===== src/rtl/wmtPkg.sv =====
package wmtPkg;
  // width of the channel index carried in the strobe struct (up to 16 channels)
  localparam int IDX_W = 4;

  typedef struct packed {
    logic             loadCount;
    logic             loadMatch;
    logic [IDX_W-1:0] matchIdx;
    logic             clearStatus;
    logic             loadIntEn;
    logic             loadWdog;
  } strobe_t;
endpackage


===== src/rtl/wmtDatapath.sv =====
module wmtDatapath
  import wmtPkg::*;
#(
  parameter int DATA_W  = 32,
  parameter int NUM_CH  = 4,
  parameter int IEN_W   = 12,
  parameter int WDOG_CH = 3
) (
  input  logic                     clk,
  input  logic                     rstN,
  input  logic                     tickEn,
  input  strobe_t                  strb,
  input  logic [DATA_W-1:0]        wrData,
  output logic [DATA_W-1:0]        countVal,
  output logic [NUM_CH*DATA_W-1:0] matchFlat,
  output logic [NUM_CH-1:0]        statusVal,
  output logic [IEN_W-1:0]         intEnVal,
  output logic [DATA_W-1:0]        wdogVal,
  output logic                     resetReq
);
  logic [DATA_W-1:0] nextCount;
  logic              stepping;
  logic [NUM_CH-1:0] hit;
  logic [NUM_CH-1:0] clrMask;
  logic              wdogFire;

  assign nextCount = countVal + DATA_W'(1);
  assign stepping  = tickEn && !strb.loadCount;

  // counter: a load takes priority over a tick
  always_ff @(posedge clk or negedge rstN) begin
    if (!rstN)               countVal <= '0;
    else if (strb.loadCount) countVal <= wrData;
    else if (tickEn)         countVal <= nextCount;
  end

  // compare channels: match fires when the counter steps onto the value
  for (genvar ch = 0; ch < NUM_CH; ch++) begin : gCh
    logic [DATA_W-1:0] matchReg;
    always_ff @(posedge clk or negedge rstN) begin
      if (!rstN) matchReg <= '0;
      else if (strb.loadMatch && strb.matchIdx == IDX_W'(ch)) matchReg <= wrData;
    end
    assign hit[ch] = stepping && (nextCount == matchReg);
    assign matchFlat[ch*DATA_W +: DATA_W] = matchReg;
  end

  // status: write-one-to-clear on set bits only; a new event wins over a clear
  assign clrMask = strb.clearStatus ? (wrData[NUM_CH-1:0] & statusVal) : '0;

  always_ff @(posedge clk or negedge rstN) begin
    if (!rstN) statusVal <= '0;
    else       statusVal <= (statusVal & ~clrMask) | (hit & intEnVal[NUM_CH-1:0]);
  end

  always_ff @(posedge clk or negedge rstN) begin
    if (!rstN)               intEnVal <= '0;
    else if (strb.loadIntEn) intEnVal <= wrData[IEN_W-1:0];
  end

  // watchdog: fire disarms the register, ahead of any software write
  assign wdogFire = hit[WDOG_CH] && wdogVal[0];

  always_ff @(posedge clk or negedge rstN) begin
    if (!rstN) begin
      wdogVal  <= '0;
      resetReq <= 1'b0;
    end else begin
      resetReq <= wdogFire;
      if (wdogFire)          wdogVal <= '0;
      else if (strb.loadWdog) wdogVal <= wrData;
    end
  end
endmodule


===== src/rtl/wmtControl.sv =====
module wmtControl
  import wmtPkg::*;
#(
  parameter int DATA_W = 32,
  parameter int NUM_CH = 4,
  parameter int ADDR_W = 8,
  parameter int IEN_W  = 12
) (
  input  logic                     clk,
  input  logic                     rstN,
  input  logic                     wrEn,
  input  logic                     rdEn,
  input  logic [ADDR_W-1:0]        addr,
  input  logic [DATA_W-1:0]        countVal,
  input  logic [NUM_CH*DATA_W-1:0] matchFlat,
  input  logic [NUM_CH-1:0]        statusVal,
  input  logic [IEN_W-1:0]         intEnVal,
  input  logic [DATA_W-1:0]        wdogVal,
  output strobe_t                  strb,
  output logic [DATA_W-1:0]        rdData,
  output logic                     rdErr
);
  localparam int WIDX_W = ADDR_W - 2;
  localparam logic [WIDX_W-1:0] CNT_IDX  = WIDX_W'(NUM_CH);
  localparam logic [WIDX_W-1:0] STAT_IDX = WIDX_W'(NUM_CH + 1);
  localparam logic [WIDX_W-1:0] WDOG_IDX = WIDX_W'(NUM_CH + 2);
  localparam logic [WIDX_W-1:0] IEN_IDX  = WIDX_W'(NUM_CH + 3);

  logic [WIDX_W-1:0] wordIdx;
  logic aligned, isMatch, isCnt, isStat, isWdog, isIen, mapped;
  logic [DATA_W-1:0] rdMux;

  assign wordIdx = addr[ADDR_W-1:2];
  assign aligned = (addr[1:0] == 2'b00);
  assign isMatch = aligned && (wordIdx < CNT_IDX);
  assign isCnt   = aligned && (wordIdx == CNT_IDX);
  assign isStat  = aligned && (wordIdx == STAT_IDX);
  assign isWdog  = aligned && (wordIdx == WDOG_IDX);
  assign isIen   = aligned && (wordIdx == IEN_IDX);
  assign mapped  = isMatch || isCnt || isStat || isWdog || isIen;

  always_comb begin
    strb             = '0;
    strb.loadCount   = wrEn && isCnt;
    strb.loadMatch   = wrEn && isMatch;
    strb.matchIdx    = wordIdx[IDX_W-1:0];
    strb.clearStatus = wrEn && isStat;
    strb.loadIntEn   = wrEn && isIen;
    strb.loadWdog    = wrEn && isWdog;
  end

  always_comb begin
    rdMux = '0;
    if (isCnt)  rdMux = countVal;
    if (isStat) rdMux = DATA_W'(statusVal);
    if (isWdog) rdMux = wdogVal;
    if (isIen)  rdMux = DATA_W'(intEnVal);
    for (int i = 0; i < NUM_CH; i++)
      if (isMatch && wordIdx == WIDX_W'(i)) rdMux = matchFlat[i*DATA_W +: DATA_W];
  end

  always_ff @(posedge clk or negedge rstN) begin
    if (!rstN) begin
      rdData <= '0;
      rdErr  <= 1'b0;
    end else begin
      rdData <= rdEn ? rdMux : '0;
      rdErr  <= rdEn && !mapped;
    end
  end
endmodule


===== src/rtl/wdogMatchTimer.sv =====
module wdogMatchTimer
  import wmtPkg::*;
#(
  parameter int DATA_W  = 32,
  parameter int NUM_CH  = 4,
  parameter int ADDR_W  = 8,
  parameter int IEN_W   = 12,
  parameter int WDOG_CH = 3
) (
  input  logic              clk,
  input  logic              rstN,
  input  logic              tickEn,
  input  logic              wrEn,
  input  logic              rdEn,
  input  logic [ADDR_W-1:0] addr,
  input  logic [DATA_W-1:0] wrData,
  output logic [DATA_W-1:0] rdData,
  output logic              rdErr,
  output logic [NUM_CH-1:0] irq,
  output logic              resetReq
);
  strobe_t                  strb;
  logic [DATA_W-1:0]        countVal;
  logic [NUM_CH*DATA_W-1:0] matchFlat;
  logic [NUM_CH-1:0]        statusVal;
  logic [IEN_W-1:0]         intEnVal;
  logic [DATA_W-1:0]        wdogVal;

  wmtControl #(.DATA_W(DATA_W), .NUM_CH(NUM_CH), .ADDR_W(ADDR_W), .IEN_W(IEN_W)) uCtrl (
    .clk(clk), .rstN(rstN), .wrEn(wrEn), .rdEn(rdEn), .addr(addr),
    .countVal(countVal), .matchFlat(matchFlat), .statusVal(statusVal),
    .intEnVal(intEnVal), .wdogVal(wdogVal),
    .strb(strb), .rdData(rdData), .rdErr(rdErr)
  );

  wmtDatapath #(.DATA_W(DATA_W), .NUM_CH(NUM_CH), .IEN_W(IEN_W), .WDOG_CH(WDOG_CH)) uDp (
    .clk(clk), .rstN(rstN), .tickEn(tickEn), .strb(strb), .wrData(wrData),
    .countVal(countVal), .matchFlat(matchFlat), .statusVal(statusVal),
    .intEnVal(intEnVal), .wdogVal(wdogVal), .resetReq(resetReq)
  );

  assign irq = statusVal;
endmodule


===== config.mk =====
export PLATFORM = sky130hd
export DESIGN_NAME = wdogMatchTimer
export DESIGN_NICKNAME = d
export VERILOG_FILES = /design/src/rtl/wmtPkg.sv /design/src/rtl/wmtDatapath.sv /design/src/rtl/wmtControl.sv /design/src/rtl/wdogMatchTimer.sv
export SDC_FILE = /design/constraint.sdc
export NUM_CORES = 1
export LEC_CHECK = 0
export ABC_AREA = 1
export BUFFER_PORTS_ARGS = -buffer_cell sky130_fd_sc_hd__clkbuf_2
export CAP_MARGIN = 20
export CELL_PAD_IN_SITES_DETAIL_PLACEMENT = 1
export CELL_PAD_IN_SITES_GLOBAL_PLACEMENT = 1
export CORE_MARGIN = 2
export CORE_UTILIZATION = 41
export CTS_CLUSTER_DIAMETER = 200
export DETAILED_ROUTE_END_ITERATION = 16
export PLACE_DENSITY_LB_ADDON = 0.1
export SYNTH_ARGS = -nofsm -noshare
export SYNTH_HDL_FRONTEND = slang
export SYNTH_HIERARCHICAL = 1
export SYNTH_SLANG_ARGS = --single-unit

===== constraint.sdc =====
create_clock -name clk -period 2.11 [get_ports clk]
set_input_delay 0.422 -clock clk [delete_from_list [all_inputs] [get_ports clk]]
set_output_delay 0.422 -clock clk [all_outputs]
set_load 0.1 [all_outputs]

==> results.toml <==
[run_status]
status = "finished, violations left"
violations = "negative setup slack"

[timing]
worst_pin_slew_ps = 618
setup_violations = 37
min_period_ps = 2680
finalClockSkew_ps = 21.3
rsz0062_at_grt = "true"
maxSlewViolCount = 0
max_freq_ghz = 0.373
fin_crit_sh_pct = 127
hold_viol_final = 0
relSlewSlack_pct = 58.8
layout_setup_ws_ps = -567
holdWs_ps = 84.7

[pwr]
p_per_area_mw_per_mm2 = 766
vdd_drop_max_uv = 672
leakage_nw = 9.79

[final_layout]
diodes = 0
drive_gt1_share_pct = 26.5
area_growth_pct = 31.3
nets = 2449
final_cell_mix = "726 x nand2_1, 237 x dfrtp_1, 233 x buf_4"
fill_cells = 4529
final_common_cell = "nand2_1"
final_cells = 2886

[synth]
ys_warn_count = 6
synth_nets = 2141
syn_area_sq_mm = 0.0146
syn_area_per_cell_sq_um = 6.96
synth_cell_types = 40
netlist_instances = 2095
yosysSeqAreaShare_pct = 41.5
ys_ff_latch = 242

[place]
place_congestion = 0.954
port-buffer-count = 82
dp_hpwl_microns = 44600
place_inst = 2810

[clocking]
clk_pin_slew_ps = 70
ctsRootBufferMaster = "clkbuf_16"
htree_levels = 1
cts_max_path_buffers = 3
cts-buffers-inserted = 28
insertion_delay_ps = 570
cts_tree = "yes"
cts_sinks = 242

[worst_setup_path]
crit_required_ps = 2550
crit_path_end_kind = "flop"
cp-start-kind = "flop"
cp.arrival_ps = 3120
crit_type = "flop to flop"
cp_max_fo = 10

[drt]
drt-total-wl_microns = 61500
drc = 0
drt_iter0_markers = 952
first_pass_iters = 5
vias_per_cell = 5.34
wl_per_cell_microns = 21.3
vias = 15401
ant_nets = 0

[worst_hold_path]
min_path_type = "input pin to flop"

[floorplanning]
die_height_microns = 193
start_util_pct = 41.3
coreArea_sq_mm = 0.0353
ioPinCount = 83
die-area_sq_mm = 0.0371
die_w_microns = 193
num_rows = 69

[global_route]
antenna_found_initial = 1
grt_max_degree = 65
grt_pass1_vias = 16518
grt_usage_pct = 33.7
grt_pass1_wl_microns = 94300
overflow = 0

[flow_run]
max-cap-violations = 0
[synthesized netlist by cell type, drive strengths merged]
cell type        n  area, sq um
a21oi           96          533
and2             1         6.26
buf             27          196
clkbuf          44          175
clkdlybuf4s50    3         33.8
clkinv           1         3.75
dfrtp          242         6060
ha               1         12.5
inv            234          881
nand2          794         3090
nand3          146          821
nand3b          10         78.8
nand4           14         87.6
nor2           216         1030
nor3             8         51.3
o211ai           7         52.6
o21ai          184          921
o21bai           1         7.51
o221ai           1         8.76
o22ai            2         12.5
o2bb2ai          1         8.76
o311ai           8         70.1
or2              9         56.3
xnor2           15          131
xor2            30          270
[cells by family after synthesis]
group,Yosys count,synth area share (%)
AOI/OAI and AO/OA,300,11.1
xor gates and xnor gates,45,2.75
adders and majority gates,1,0.0857
buffers and inverters,309,8.84
DFF,242,41.5
and+or+nand+nor,1198,35.8
[power breakdown]
group          internal, mW  switching (mW)
logic                  1.44            2.20
registers              4.88           0.269
clock network          3.74            2.15
total                  10.1            4.62
[sequential cells by signal, summed over array words and instances (netlist names)]
signal / count
uCtrl/rdData: 32
uCtrl/rdErr: 1
uDp/countVal: 32
uDp/gCh.matchReg: 128
uDp/intEnVal: 12
uDp/resetReq: 1
uDp/statusVal: 4
uDp/wdogVal: 32
[worst max-delay path, cell delays in order (launching register included)]
cell	delay (ps)
dfrtp_2	400
buf_6	120
nand2_4	60
nor2_8	170
nand2_4	80
nor2_4	160
buf_12	130
buf_12	90
nand3b_2	80
nand2_2	110
xor2_2	210
nand2_1	90
nor2_2	140
nand3_2	140
nor2_4	230
buf_6	140
buf_12	130
nor2_1	50
[worst paths after layout]
kind	start	endpoint	slack [ps]	cells after the start
hold / removal	rdEn	uCtrl/rdErr	80	3
min in group asynchronous	rstN	uDp/gCh[3].matchReg[12]	390	2
setup reg to reg	uDp/countVal[1]	uDp/wdogVal[11]	-570	17
max in group asynchronous	rstN	uDp/gCh[2].matchReg[29]	990	3
setup / recovery	uDp/countVal[1]	uDp/wdogVal[11]	-570	17
hold reg to reg	uDp/gCh[2].matchReg[30]	uDp/gCh[2].matchReg[30]	520	2
[repair_timing]
item                                    4_1_cts  5_1_grt
pin swaps                                    12       21
buffers inserted                             14       10
resized for setup                            71       65
gates cloned                                  3        0
endpoints found under the hold margin        42        0
hold buffers                                  1        0
endpoints found under the setup margin       40       44
[cell type report]
cell class	count	area, sq um	share of cell area (%)
Clock buffer	36	792	4.13
Clock inverter	16	308	1.61
Inverter	235	887	4.63
Multi-Input combinational cell	1545	7720	40.3
Sequential cell	242	6060	31.6
Tap cell	461	577	3.01
Timing Repair Buffer	351	2820	14.7
[layer usage]
| layer | GRT usage [%] | share of wire (%) | vias up |
|---|---|---|---|
| met1 | 45.6 | 45 | 7691 |
| met5 | 0 | 0 | - |
| met4 | 9.75 | 2.9 | 0 |
| met3 | 4.66 | 5.5 | 106 |
| met2 | 56.1 | 47 | 425 |
| li1 | - | - | 7179 |
[through the flow]
| stage | worst slack, ps | util [%] | TNS, ps | total power [mW] | instance area (sq um) |
|---|---|---|---|---|---|
| global route | -702 | 54.3 | -22930 | 15.2 | 19200 |
| detailed placement | -654 | 49.2 | -23050 | 8.46 | 17400 |
| CTS | -528 | 53.6 | -18000 | 14.5 | 18900 |
| finish | -567 | 54.3 | -18240 | 14.7 | 19200 |
| global placement | -575 | 49.2 | -19980 | 8.37 | 17400 |
| floorplan | -222 | - | -6500 | 6.75 | 14600 |
Power figures use the tool's default switching activity.
